File: src/rtl/lp_halt_pkg.sv
package lp_halt_pkg;

    typedef enum logic [1:0] {
        ST_RUN    = 2'd0,
        ST_HALT   = 2'd1,
        ST_SETTLE = 2'd2
    } halt_state_e;

    typedef enum logic [1:0] {
        WC_NONE = 2'b00,
        WC_IRQ  = 2'b01,
        WC_XIRQ = 2'b10,
        WC_RST  = 2'b11
    } wake_cause_e;

    typedef struct packed {
        logic        hit;
        wake_cause_e cause;
        logic        inline_ok;
    } wake_req_t;

endpackage

File: src/rtl/lp_wake_resolve.sv
module lp_wake_resolve
    import lp_halt_pkg::*;
(
    input  logic      ext_rst_n,
    input  logic      xirq_n,
    input  logic      irq_n,
    input  logic      irq_edge_pend,
    input  logic      ccr_i,
    input  logic      ccr_x,
    output wake_req_t req
);

    logic irq_qual;

    // maskable source: level pin or latched edge, only with mask clear
    assign irq_qual = !ccr_i && (!irq_n || irq_edge_pend);

    // fixed priority: reset, then non-maskable, then maskable
    always_comb begin
        if (!ext_rst_n) begin
            req.hit       = 1'b1;
            req.cause     = WC_RST;
            req.inline_ok = 1'b0;
        end else if (!xirq_n) begin
            req.hit       = 1'b1;
            req.cause     = WC_XIRQ;
            req.inline_ok = ccr_x;
        end else if (irq_qual) begin
            req.hit       = 1'b1;
            req.cause     = WC_IRQ;
            req.inline_ok = 1'b0;
        end else begin
            req.hit       = 1'b0;
            req.cause     = WC_NONE;
            req.inline_ok = 1'b0;
        end
    end

endmodule

File: src/rtl/lp_osc_settle.sv
module lp_osc_settle #(
    parameter int unsigned SETTLE_CYCLES = 4064
) (
    input  logic clk,
    input  logic por_n,
    input  logic load,
    input  logic advance,
    output logic done
);

    localparam int unsigned CW = (SETTLE_CYCLES > 1) ? $clog2(SETTLE_CYCLES) : 1;
    localparam logic [CW-1:0] LAST = CW'(SETTLE_CYCLES - 1);

    logic [CW-1:0] cnt_q;

    always_ff @(posedge clk or negedge por_n) begin
        if (!por_n) begin
            cnt_q <= '0;
        end else if (load) begin
            cnt_q <= '0;
        end else if (advance && !done) begin
            cnt_q <= cnt_q + 1'b1;
        end
    end

    assign done = (cnt_q == LAST);

    // independent span counter for the settle-window check
    logic [31:0] span_q;
    always_ff @(posedge clk or negedge por_n) begin
        if (!por_n)       span_q <= '0;
        else if (load)    span_q <= '0;
        else if (advance) span_q <= span_q + 1;
    end


    settle_len_chk: assert property (@(posedge clk) disable iff (!por_n)
        (advance && done && !load) |-> (span_q == 32'(SETTLE_CYCLES - 1)));

endmodule

File: src/rtl/lp_halt_ctrl.sv
module lp_halt_ctrl
    import lp_halt_pkg::*;
#(
    parameter int unsigned SETTLE_CYCLES = 4064
) (
    input  logic       clk,
    input  logic       por_n,
    input  logic       stop_strobe,
    input  logic       ccr_s,
    input  logic       ccr_i,
    input  logic       ccr_x,
    input  logic       irq_n,
    input  logic       xirq_n,
    input  logic       irq_edge_pend,
    input  logic       ext_rst_n,
    output logic       clk_en,
    output logic       osc_en,
    output logic       stop_nop,
    output logic [1:0] wake_cause,
    output logic       resume_inline
);

    halt_state_e st_q, st_d;
    wake_req_t   wreq;
    wake_cause_e cause_q;
    logic        inline_q;
    logic        nop_q;
    logic        settle_load;
    logic        settle_done;
    logic        enter_halt;
    logic        nop_hit;

    lp_wake_resolve u_resolve (
        .ext_rst_n     (ext_rst_n),
        .xirq_n        (xirq_n),
        .irq_n         (irq_n),
        .irq_edge_pend (irq_edge_pend),
        .ccr_i         (ccr_i),
        .ccr_x         (ccr_x),
        .req           (wreq)
    );

    lp_osc_settle #(.SETTLE_CYCLES(SETTLE_CYCLES)) u_settle (
        .clk     (clk),
        .por_n   (por_n),
        .load    (settle_load),
        .advance (st_q == ST_SETTLE),
        .done    (settle_done)
    );

    assign enter_halt = (st_q == ST_RUN) && stop_strobe && !ccr_s;
    assign nop_hit    = (st_q == ST_RUN) && stop_strobe &&  ccr_s;

    // next-state and settle-counter control
    always_comb begin
        st_d        = st_q;
        settle_load = 1'b0;
        unique case (st_q)
            ST_RUN: begin
                if (enter_halt) st_d = ST_HALT;
            end
            ST_HALT: begin
                if (wreq.hit) begin
                    st_d        = ST_SETTLE;
                    settle_load = 1'b1;
                end
            end
            ST_SETTLE: begin
                if (!ext_rst_n)       settle_load = 1'b1;
                else if (settle_done) st_d = ST_RUN;
            end
            default: st_d = ST_RUN;
        endcase
    end

    // state register
    always_ff @(posedge clk or negedge por_n) begin
        if (!por_n) st_q <= ST_RUN;
        else        st_q <= st_d;
    end

    // wake record and no-op pulse
    always_ff @(posedge clk or negedge por_n) begin
        if (!por_n) begin
            cause_q  <= WC_NONE;
            inline_q <= 1'b0;
            nop_q    <= 1'b0;
        end else begin
            nop_q <= nop_hit;
            if (enter_halt) begin
                cause_q  <= WC_NONE;
                inline_q <= 1'b0;
            end else if (st_q == ST_HALT && wreq.hit) begin
                cause_q  <= wreq.cause;
                inline_q <= wreq.inline_ok;
            end else if (st_q == ST_SETTLE && !ext_rst_n) begin
                cause_q  <= WC_RST;
                inline_q <= 1'b0;
            end
        end
    end

    // outputs per state
    always_comb begin
        unique case (st_q)
            ST_RUN:    begin clk_en = 1'b1; osc_en = 1'b1; end
            ST_HALT:   begin clk_en = 1'b0; osc_en = 1'b0; end
            ST_SETTLE: begin clk_en = 1'b0; osc_en = 1'b1; end
            default:   begin clk_en = 1'b0; osc_en = 1'b0; end
        endcase
    end

    assign stop_nop      = nop_q;
    assign wake_cause    = cause_q;
    assign resume_inline = inline_q;


    stop_entry_chk: assert property (@(posedge clk) disable iff (!por_n)
        (st_q == ST_RUN && stop_strobe && !ccr_s) |=> (!clk_en && !osc_en && wake_cause == 2'b00));


    nop_pulse_chk: assert property (@(posedge clk) disable iff (!por_n)
        (st_q == ST_RUN && stop_strobe && ccr_s) |=> (clk_en && stop_nop));


    irq_mask_chk: assert property (@(posedge clk) disable iff (!por_n)
        (st_q == ST_HALT && ext_rst_n && xirq_n && ccr_i) |=> !osc_en);


    rst_wake_chk: assert property (@(posedge clk) disable iff (!por_n)
        (st_q != ST_RUN && !ext_rst_n) |=> (wake_cause == 2'b11 && !resume_inline));


    xirq_inline_chk: assert property (@(posedge clk) disable iff (!por_n)
        (st_q == ST_HALT && ext_rst_n && !xirq_n) |=> (wake_cause == 2'b10 && resume_inline == $past(ccr_x)));


    cause_hold_chk: assert property (@(posedge clk) disable iff (!por_n)
        (st_q == ST_RUN && !(stop_strobe && !ccr_s)) |=> ($stable(wake_cause) && $stable(resume_inline)));

endmodule

File: config.mk
export PLATFORM = sky130hd
export DESIGN_NAME = lp_halt_ctrl
export DESIGN_NICKNAME = d
export VERILOG_FILES = /design/src/rtl/lp_halt_pkg.sv /design/src/rtl/lp_wake_resolve.sv /design/src/rtl/lp_osc_settle.sv /design/src/rtl/lp_halt_ctrl.sv
export SDC_FILE = /design/constraint.sdc
export NUM_CORES = 1
export LEC_CHECK = 0
export ABC_CLOCK_PERIOD_IN_PS = 4300
export BUFFER_PORTS_ARGS = -buffer_cell sky130_fd_sc_hd__buf_2
export CAP_MARGIN = 25
export CORE_MARGIN = 2
export CORE_UTILIZATION = 45
export CTS_CLUSTER_SIZE = 28
export DETAILED_ROUTE_END_ITERATION = 8
export PLACE_DENSITY = 0.66
export SYNTH_ARGS = -nofsm -noshare
export SYNTH_HDL_FRONTEND = slang
export SYNTH_HIERARCHICAL = 1
export SYNTH_SLANG_ARGS = --single-unit
File: constraint.sdc
create_clock -name clk -period 4.3 [get_ports clk]
set_input_delay 0.215 -clock clk [delete_from_list [all_inputs] [get_ports clk]]
set_output_delay 0.215 -clock clk [all_outputs]
set_load 0.02 [all_outputs]
=== After elaboration in Yosys (flattened, before gate mapping) ===
Cells that the tools add are included.
W data, S select, Z words.

* Shifts and indexed selects: 0
* Equality and inequality tests: 7
* Mux-type cells: 21
* Divide/modulo/power cells: 0
* Multipliers: 0
* $lt $le $gt $ge: 0
* Add/subtract/negate cells: 1
* Reduce and logical (&&, ||, !) cells: 18
* Bitwise gates (word level): 0

{| class="wikitable"
|+ Operators with widths
! kind !! number
|-
| $mux W12 || 2
|-
| $mux W2 || 7
|-
| $add A12 B1 Y12 const B || 1
|-
| $eq A12 B12 Y1 const B || 1
|-
| $mux W4 || 3
|-
| $ne A2 B2 Y1 const B || 4
|-
| $logic_and A1 B1 Y1 || 7
|-
| $mux W1 || 7
|-
| $pmux W2 S3 || 1
|-
| $logic_not A1 Y1 || 5
|-
| $reduce_and A4 Y1 || 1
|-
| $reduce_bool A3 Y1 || 1
|-
| $eq A2 B1 Y1 const B || 1
|-
| $eq A2 B2 Y1 const B || 1
|-
| $logic_not A2 Y1 || 1
|-
| $pmux W1 S2 || 1
|-
| $reduce_bool A2 Y1 || 1
|-
| $reduce_or A2 Y1 || 1
|-
| $logic_or A1 B1 Y1 || 1
|}

* Register bits: 18
* RAM bits: 0
* Bits in latches: 0
* Memories: 0
* Word-level logic and storage cells: 52
* Output and inout port bits: 6
* Input port bits: 10
* Memory bits (read-only): 0

=== Logic depth before layout (Yosys ltp) ===
Gate-level depths: netlist of run 1.

* Depth in word-level cells: 9
* Depth in mapped cells: 7
* Mapped depth without buffers: 6

=== Hierarchy ===
The synthesis of run 1 kept the hierarchy.

{| class="wikitable"
|+ Modules (own cells, without submodules)
! module !! cells an instance !! area an instance (um^2) !! seq. area each (um^2) !! instances
|-
| lp_osc_settle || 62 || 635.6 || 300.3 || 1
|-
| lp_halt_ctrl || 31 || 369.1 || 150.1 || 1
|-
| lp_wake_resolve || 6 || 45.0 || 0.0 || 1
|}

=== Worst setup path before layout of run 1 ===
OpenSTA, ideal clock, no wires.

* Path kind: register to register
* Start: reg u_settle.cnt_q[0]
* End: reg st_q[1]
* Clock period less this slack: 1.704 ns
* Data required time: 4.175 ns
* Buffers on the path: 0
* Arrival: 1.579 ns
* Setup time: 0.125 ns
* Cell stages (with the launch flop): 7
* Setup slack: 2.596 ns
* Cell sequence: dfrtp_1 ha_1 nand4_4 nor3_1 a21boi_2 a211oi_2 mux2_4

* Word-level cells in the longest chain between the ends: 3

{| class="wikitable"
|+ RTL lines
! what !! line !! RTL
|-
| start, declared || lp_osc_settle.sv:14 || <nowiki>logic [CW-1:0] cnt_q;</nowiki>
|-
| start signal, assigned || lp_osc_settle.sv:22 || <nowiki>cnt_q <= cnt_q + 1'b1;</nowiki>
|-
| $eq A12 B12 Y1 || lp_osc_settle.sv:26 || <nowiki>assign done = (cnt_q == LAST);</nowiki>
|-
| via settle_done || lp_halt_ctrl.sv:29 || <nowiki>logic settle_done;</nowiki>
|-
| $ne A2 B2 Y1 (no source line) || - ||
|-
| $reduce_and A4 Y1 (no source line) || - ||
|-
| end signal, assigned || lp_halt_ctrl.sv:79 || <nowiki>else st_q <= st_d;</nowiki>
|-
| end, declared || lp_halt_ctrl.sv:23 || <nowiki>halt_state_e st_q, st_d;</nowiki>
|}

The timed path passes the listed nets, and every way through them passes these cells.
A chain may end at the register's enable or synchronous reset.

=== Final worst setup path of run 1 ===
Ends and elaborated chain as after synthesis.

==> results of run 1 <==
## stage by stage
step,instances,util,power [mW],instance area (sq um)
5_1_grt,146,0.5436,0.7606,1202
3_5_place_dp,141,0.5226,0.6009,1156
3_3_place_gp,141,0.5226,0.5877,1156
6_report,146,0.5436,0.6978,1202
2_1_floorplan,99,-,0.5169,1050
4_1_cts,146,0.5436,0.7106,1202
## cells in the mapped netlist
cell type	instances
clkbuf_1	1
and3b_1	1
o221a_2	2
nand4_4	1
nand3b_1	2
a21boi_2	1
dfrtp_1	18
and3_2	1
o32ai_1	1
nand3_1	6
or3_1	2
mux2_4	1
inv_1	3
o21ai_1	1
nor2_1	9
o21bai_1	1
or4_1	1
o311ai_1	1
o31ai_1	1
xor2_1	2
or2_2	1
and4_2	1
xnor2_1	5
nand2b_1	2
a21oi_1	3
mux2i_1	1
nand2b_4	1
nor3_1	5
ha_1	5
o21ai_0	3
nor2b_4	2
nand2_1	6
nor4_1	2
o31ai_4	1
nand4_2	1
and2_1	1
o211ai_1	1
a211oi_2	1
a21boi_1	1
## power by group
part,internal (mW),switching (mW)
clock,0.0518,0.0550
combinational,0.128,0.158
sequential,0.236,0.0683
## worst max-delay path: stages, from the launching register on
cell,delay [ns]
dfrtp_1,0.41
ha_1,0.25
nand4_4,0.17
nor3_1,0.27
a21boi_2,0.11
a211oi_2,0.19
mux2_4,0.31
## sequential cells by signal (all words and copies together) (netlist names)
signal          flops
u_settle/cnt_q     12
wake_cause          2
resume_inline       1
st_q                2
stop_nop            1
## cell type report
cell class	count	area, sq um	share of cell area
flip-flops and latches	18	450.4	0.3746
repair buffers	16	85.08	0.07076
clock buffers	4	36.28	0.03018
multi-input cells	77	584.3	0.4860
inverters	3	11.26	0.009365
well taps	28	35.03	0.02914
## per-layer routing
metal | vias to the layer above | track usage | part of all wire
met2 | 17 | 0.3000 | 0.48
met5 | - | 0 | 0
met4 | 0 | 0.05128 | 0.0097
met1 | 362 | 0.2097 | 0.47
met3 | 3 | 0.05143 | 0.048
li1 | 394 | - | -
## worst paths after layout
path	start	to	slack [ns]	depth (start not counted)
worst max register to register	u_settle/cnt_q[0]	st_q[1]	2.50	6
min in group asynchronous	por_n	stop_nop	0.35	2
worst max-delay path	u_settle/cnt_q[0]	st_q[1]	2.50	6
worst min register to register	resume_inline	resume_inline	0.53	2
worst min-delay path	ccr_s	stop_nop	0.19	2
max in group asynchronous	por_n	u_settle/cnt_q[5]	3.66	2
## cells by family (layout without fill, tap and decap cells)
| family | Yosys count | in the layout | synth area share |
|---|---|---|---|
| adders and majority gates | 5 | 5 | 0.05959 |
| xor gates and xnor gates | 7 | 7 | 0.05840 |
| and+or+nand+nor | 45 | 45 | 0.2717 |
| AOI/OAI and AO/OA | 18 | 18 | 0.1430 |
| DFF | 18 | 18 | 0.4291 |
| muxes | 2 | 2 | 0.02383 |
| buffers and inverters | 4 | 23 | 0.01430 |
## timing repair
item | in CTS | in global routing
hold endpoints to repair | 18 | 0
hold buffers | 1 | 0
setup endpoints to repair | 0 | 0
==> flow_metrics.py, run 1 <==
metrics = {
    "route": {
        "routedWlPerCell_microns": 13.47,
        "first_pass_iters": 4,
        "vias_per_cell": 5.315,
        "ant_nets": 0,
        "routed_wl_microns": 1967,
        "vias": 776,
        "drc": 0,
        "drt-initial-drc-count": 3,
    },
    "logic_synthesis": {
        "ys_seq_area_frac": 0.4291,
        "yosys_register_bits": 18,
        "synth.area.top_cells": "dfrtp_1 43%, ha_1 6.0%, xnor2_1 4.2%, nor2_1 3.2%, nand3_1 2.9%",
        "synth.avg_cell_area_sq_um": 10.60,
        "yosysTopAreaCell": "dfrtp_1",
        "netlist_area_sq_um": 1050,
        "ys_types": 39,
        "synth.top_cell.area_share": 0.4291,
        "syn-instance-count": 99,
        "yosys_warnings": 6,
        "syn_nets": 114,
    },
    "floorplan": {
        "start_util": 0.4745,
        "io_pins": 16,
        "row_count": 17,
        "die_area_sq_um": 2735,
        "chipHeight_microns": 52.30,
        "fp.coreArea_sq_um": 2212,
        "fp.dieW_microns": 52.30,
    },
    "layout": {
        "nets": 134,
        "final_common_cell": "dfrtp_1",
        "most-common-layout-cells": "18 x dfrtp_1, 15 x buf_2, 9 x nor2_1",
        "antenna_cells": 0,
        "drive_above_1_share": 0.2797,
        "area_growth_pct": 14.54,
        "nFillCells": 209,
    },
    "pwr": {
        "p_leak_nw": 0.5431,
        "cellPowerDensity_nw_per_um2": 580.3,
        "ir_drop_uv": 287.9,
    },
    "sta": {
        "fin_crit_ns": 1.802,
        "setup_slack_ns": 2.498,
        "hold_viol_final": 0,
        "maxSlewHeadroom": 0.7104,
        "final-max-slew-violation-count": 0,
        "setup_violations": 0,
        "period_share": 0.4191,
        "fin_skew_ns": 0.003889,
        "rsz0062_at_grt": "false",
        "finalSetupTns_ns": 0,
        "tightest_slew_ns": 0.4343,
        "whs_ns": 0.1942,
        "fmax_ghz": 0.5550,
    },
    "flow_run": {
        "cap_violations": 0,
    },
    "global_routing": {
        "antenna_found_initial": 0,
        "grt_pass1_wl_microns": 3477,
        "grt_pass1_vias": 780,
        "overflow": 0,
        "grt_max_degree": 19,
        "track_usage": 0.1749,
    },
    "placement": {
        "gp_congestion": 0.7791,
        "place_ws_ns": 2.492,
        "hpwl_microns": 1541,
        "numPortBuffers": 15,
    },
    "hold_path": {
        "hp-class": "input port to register",
    },
    "status": {
        "status": "finished clean",
    },
    "clocking": {
        "cts_tree": "built",
        "ctsResizeCount": 0,
        "insertion_delay_ns": 0.30,
        "path_clk_slew_ns": 0.10,
        "cts_buffers": 3,
        "cts_buffer_depth": 2,
        "cts.htree.levels": 1,
        "ctsRootBufferMaster": "clkbuf_4",
        "postCtsSetupBuffers": 0,
        "cts_sinks": 18,
    },
    "worst_setup_path": {
        "cp-start-kind": "register",
        "cp.arrival_ns": 2.00,
        "crit_type": "register to register",
        "critPathMaxFanout": 7,
        "crit_path_end_kind": "register",
        "crit_required_ns": 4.50,
    },
}
Note: power is estimated with default switching activity, not from simulation.
==> inputs of run 2 (changes only) <==
ABC_CLOCK_PERIOD_IN_PS = 1520   (was 4300)
PLACE_DENSITY = 0.68   (was 0.66)
clock period = 1.52 ns   (was 4.3 ns; I/O delays follow)
==> run 2 against run 1 <==
Against the previous run:
- clock skew increased by 0.0017 ns
- first-iteration DRC count increased to 3.3 times the previous value
- the run now ends with negative setup slack left
- total power increased to 3.6 times the previous value
- non-clock buffer count increased by 21
- sequential share of layout area decreased by 8.3 points
- maximum frequency increased by 13%
- routed wire length increased by 30%
- clock-buffer cell count unchanged
- largest cell class unchanged
==> flow_metrics.py, run 2 (synthesized netlist as in run 1, its figures left out) <==
metrics = {
    "clocking": {
        "cts_buffer_depth": 2,
        "path_clk_slew_ns": 0.11,
        "cts_buffers": 3,
        "cts.htree.levels": 1,
        "cts_sinks": 18,
        "cts_tree": "built",
        "ctsRootBufferMaster": "clkbuf_4",
        "insertion_delay_ns": 0.31,
    },
    "floorplan": {
        "fp.dieW_microns": 52.30,
        "fp.coreArea_sq_um": 2212,
        "row_count": 17,
        "die_area_sq_um": 2735,
        "io_pins": 16,
        "chipHeight_microns": 52.30,
        "start_util": 0.4745,
    },
    "route": {
        "ant_nets": 0,
        "vias_per_cell": 5.569,
        "vias": 930,
        "drc": 0,
        "routedWlPerCell_microns": 15.28,
        "first_pass_iters": 4,
        "drt-initial-drc-count": 10,
        "routed_wl_microns": 2551,
    },
    "global_routing": {
        "track_usage": 0.2004,
        "grtUsageMet2": 0.3625,
        "grt_pass1_wl_microns": 3995,
        "antenna_found_initial": 0,
        "busiest_layer": "met2",
        "grt_util_met1": 0.2323,
        "overflow": 0,
        "grt_pass1_vias": 905,
        "grt_use_met3": 0.02571,
        "grt_max_degree": 19,
    },
    "worst_setup_path": {
        "cp.arrival_ns": 1.83,
        "slowest_delay_ns": 0.40,
        "critPathSlowestCell": "dfrtp_1",
        "r2r_cells": 6,
        "crit_path_end_kind": "register",
        "cp_top_family": "simple AND/OR/NAND/NOR gates",
        "reg2reg_to": "u_settle/cnt_q[6]",
        "r2r_start": "u_settle/cnt_q[1]",
        "critPathMaxFanout": 4,
        "path_buf_inv": 2,
        "r2r_slack_ns": -0.08,
        "cp_common_cell": "buf_4",
        "crit_type": "register to register",
        "crit_required_ns": 1.76,
        "path_cells": "ha_4 > nand4_4 > buf_4 > buf_4 > or3_1 > a21oi_1",
        "cp-start-kind": "register",
    },
    "sta": {
        "final-max-slew-violation-count": 0,
        "tightest_slew_ns": 0.4233,
        "maxSlewHeadroom": 0.7178,
        "setup_slack_ns": -0.07573,
        "rsz0062_at_grt": "true",
        "finalSetupTns_ns": -0.2555,
        "fmax_ghz": 0.6267,
        "fin_crit_ns": 1.596,
        "period_share": 1.050,
        "fin_skew_ns": 0.005565,
        "hold_viol_final": 0,
        "setup_violations": 6,
    },
    "hold_path": {
        "min_path_cells": 2,
        "hp-class": "input port to register",
        "hp-start": "ccr_s",
        "min_to": "stop_nop",
    },
    "pwr": {
        "p_leak_nw": 0.7234,
        "ir_drop_uv": 994.4,
        "comb_power_share": 0.542,
        "internal-power_mw": 1.531,
        "switchingPower_mw": 1.015,
        "clkPwrFrac": 0.122,
        "cellPowerDensity_nw_per_um2": 1645,
        "switching_share": 0.3985,
        "p_seq_frac": 0.336,
    },
    "placement": {
        "hpwl_microns": 1737,
        "numPortBuffers": 15,
        "place_ws_ns": -0.07019,
        "place_inst": 159,
        "gp_congestion": 0.7679,
        "placed_area_sq_um": 1311,
    },
    "layout": {
        "final_area_sq_um": 1548,
        "multiInputGateArea_sq_um": 749.5,
        "antenna_cells": 0,
        "most-common-layout-cells": "17 x buf_4, 17 x dfrtp_1, 14 x buf_2",
        "nets": 155,
        "largest_reg_flops": 12,
        "nFillCells": 162,
        "layout.area.seq_sq_um": 451.7,
        "regMostFlops": "u_settle/cnt_q",
        "final_cells": 167,
        "area_growth_pct": 47.44,
        "final_util": 0.6997,
        "drive_above_1_share": 0.5468,
    },
    "status": {
        "status": "complete, but fails checks",
        "violations": "negative setup slack",
    },
    "flow_run": {
        "cap_violations": 0,
    },
}
## run 2: worst max path at each step
stage,from,end,slack [ns],cells after the start
after floorplan,u_settle/cnt_q[5],st_q[1],-0.04,5
after global placement,st_q[0],u_settle/cnt_q[8],0.004,7
after detailed placement,u_settle/cnt_q[1],st_q[1],-0.07,6
after CTS,u_settle/cnt_q[1],st_q[1],-0.07,6
after global routing,u_settle/cnt_q[9],u_settle/cnt_q[0],-0.14,6
final,u_settle/cnt_q[1],u_settle/cnt_q[6],-0.08,6
## run 2: worst reg2reg max path: stages (launching register included)
cell	delay, ns
dfrtp_1	0.40
ha_4	0.16
nand4_4	0.14
buf_4	0.18
buf_4	0.16
or3_1	0.34
a21oi_1	0.14
## run 2: timing repair
item,4_1_cts,5_1_grt
hold endpoints to repair,18,0
pin swaps,4,10
buffers inserted,1,2
endpoints found under the setup margin,8,15
gates cloned,0,0
hold buffers,1,0
gates resized for setup,14,21
## run 2: final cells by class
cell class | instances | share of cell area
multi-input cells | 77 | 0.4842
flip-flops and latches | 18 | 0.2918
repair buffers | 37 | 0.1706
clock buffers | 4 | 0.02344
well taps | 28 | 0.02264
inverters | 3 | 0.007276
## run 2: layer usage
metal,routed length [microns],vias up
met5,0,-
met4,44,0
met3,82,4
met2,1388,29
met1,1036,453
li1,-,444
## run 2: power by group through the flow
stage | Clock [mW] | Combinational, mW | Sequential, mW
final | 0.311 | 1.38 | 0.854
after global routing | 0.342 | 1.50 | 0.873
after CTS | 0.311 | 1.23 | 0.849
after detailed placement | 0 | 1.10 | 0.847
after global placement | 0 | 1.05 | 0.834
after floorplan | 0 | 0.597 | 0.894
## run 2: stage by stage
step	total power [mW]	hold WS, ns
after floorplan	1.491	-0.2196
after global placement	1.886	0.03112
after detailed placement	1.949	0.03580
after CTS	2.395	0.06606
after global routing	2.711	0.06551
final	2.546	0.07191
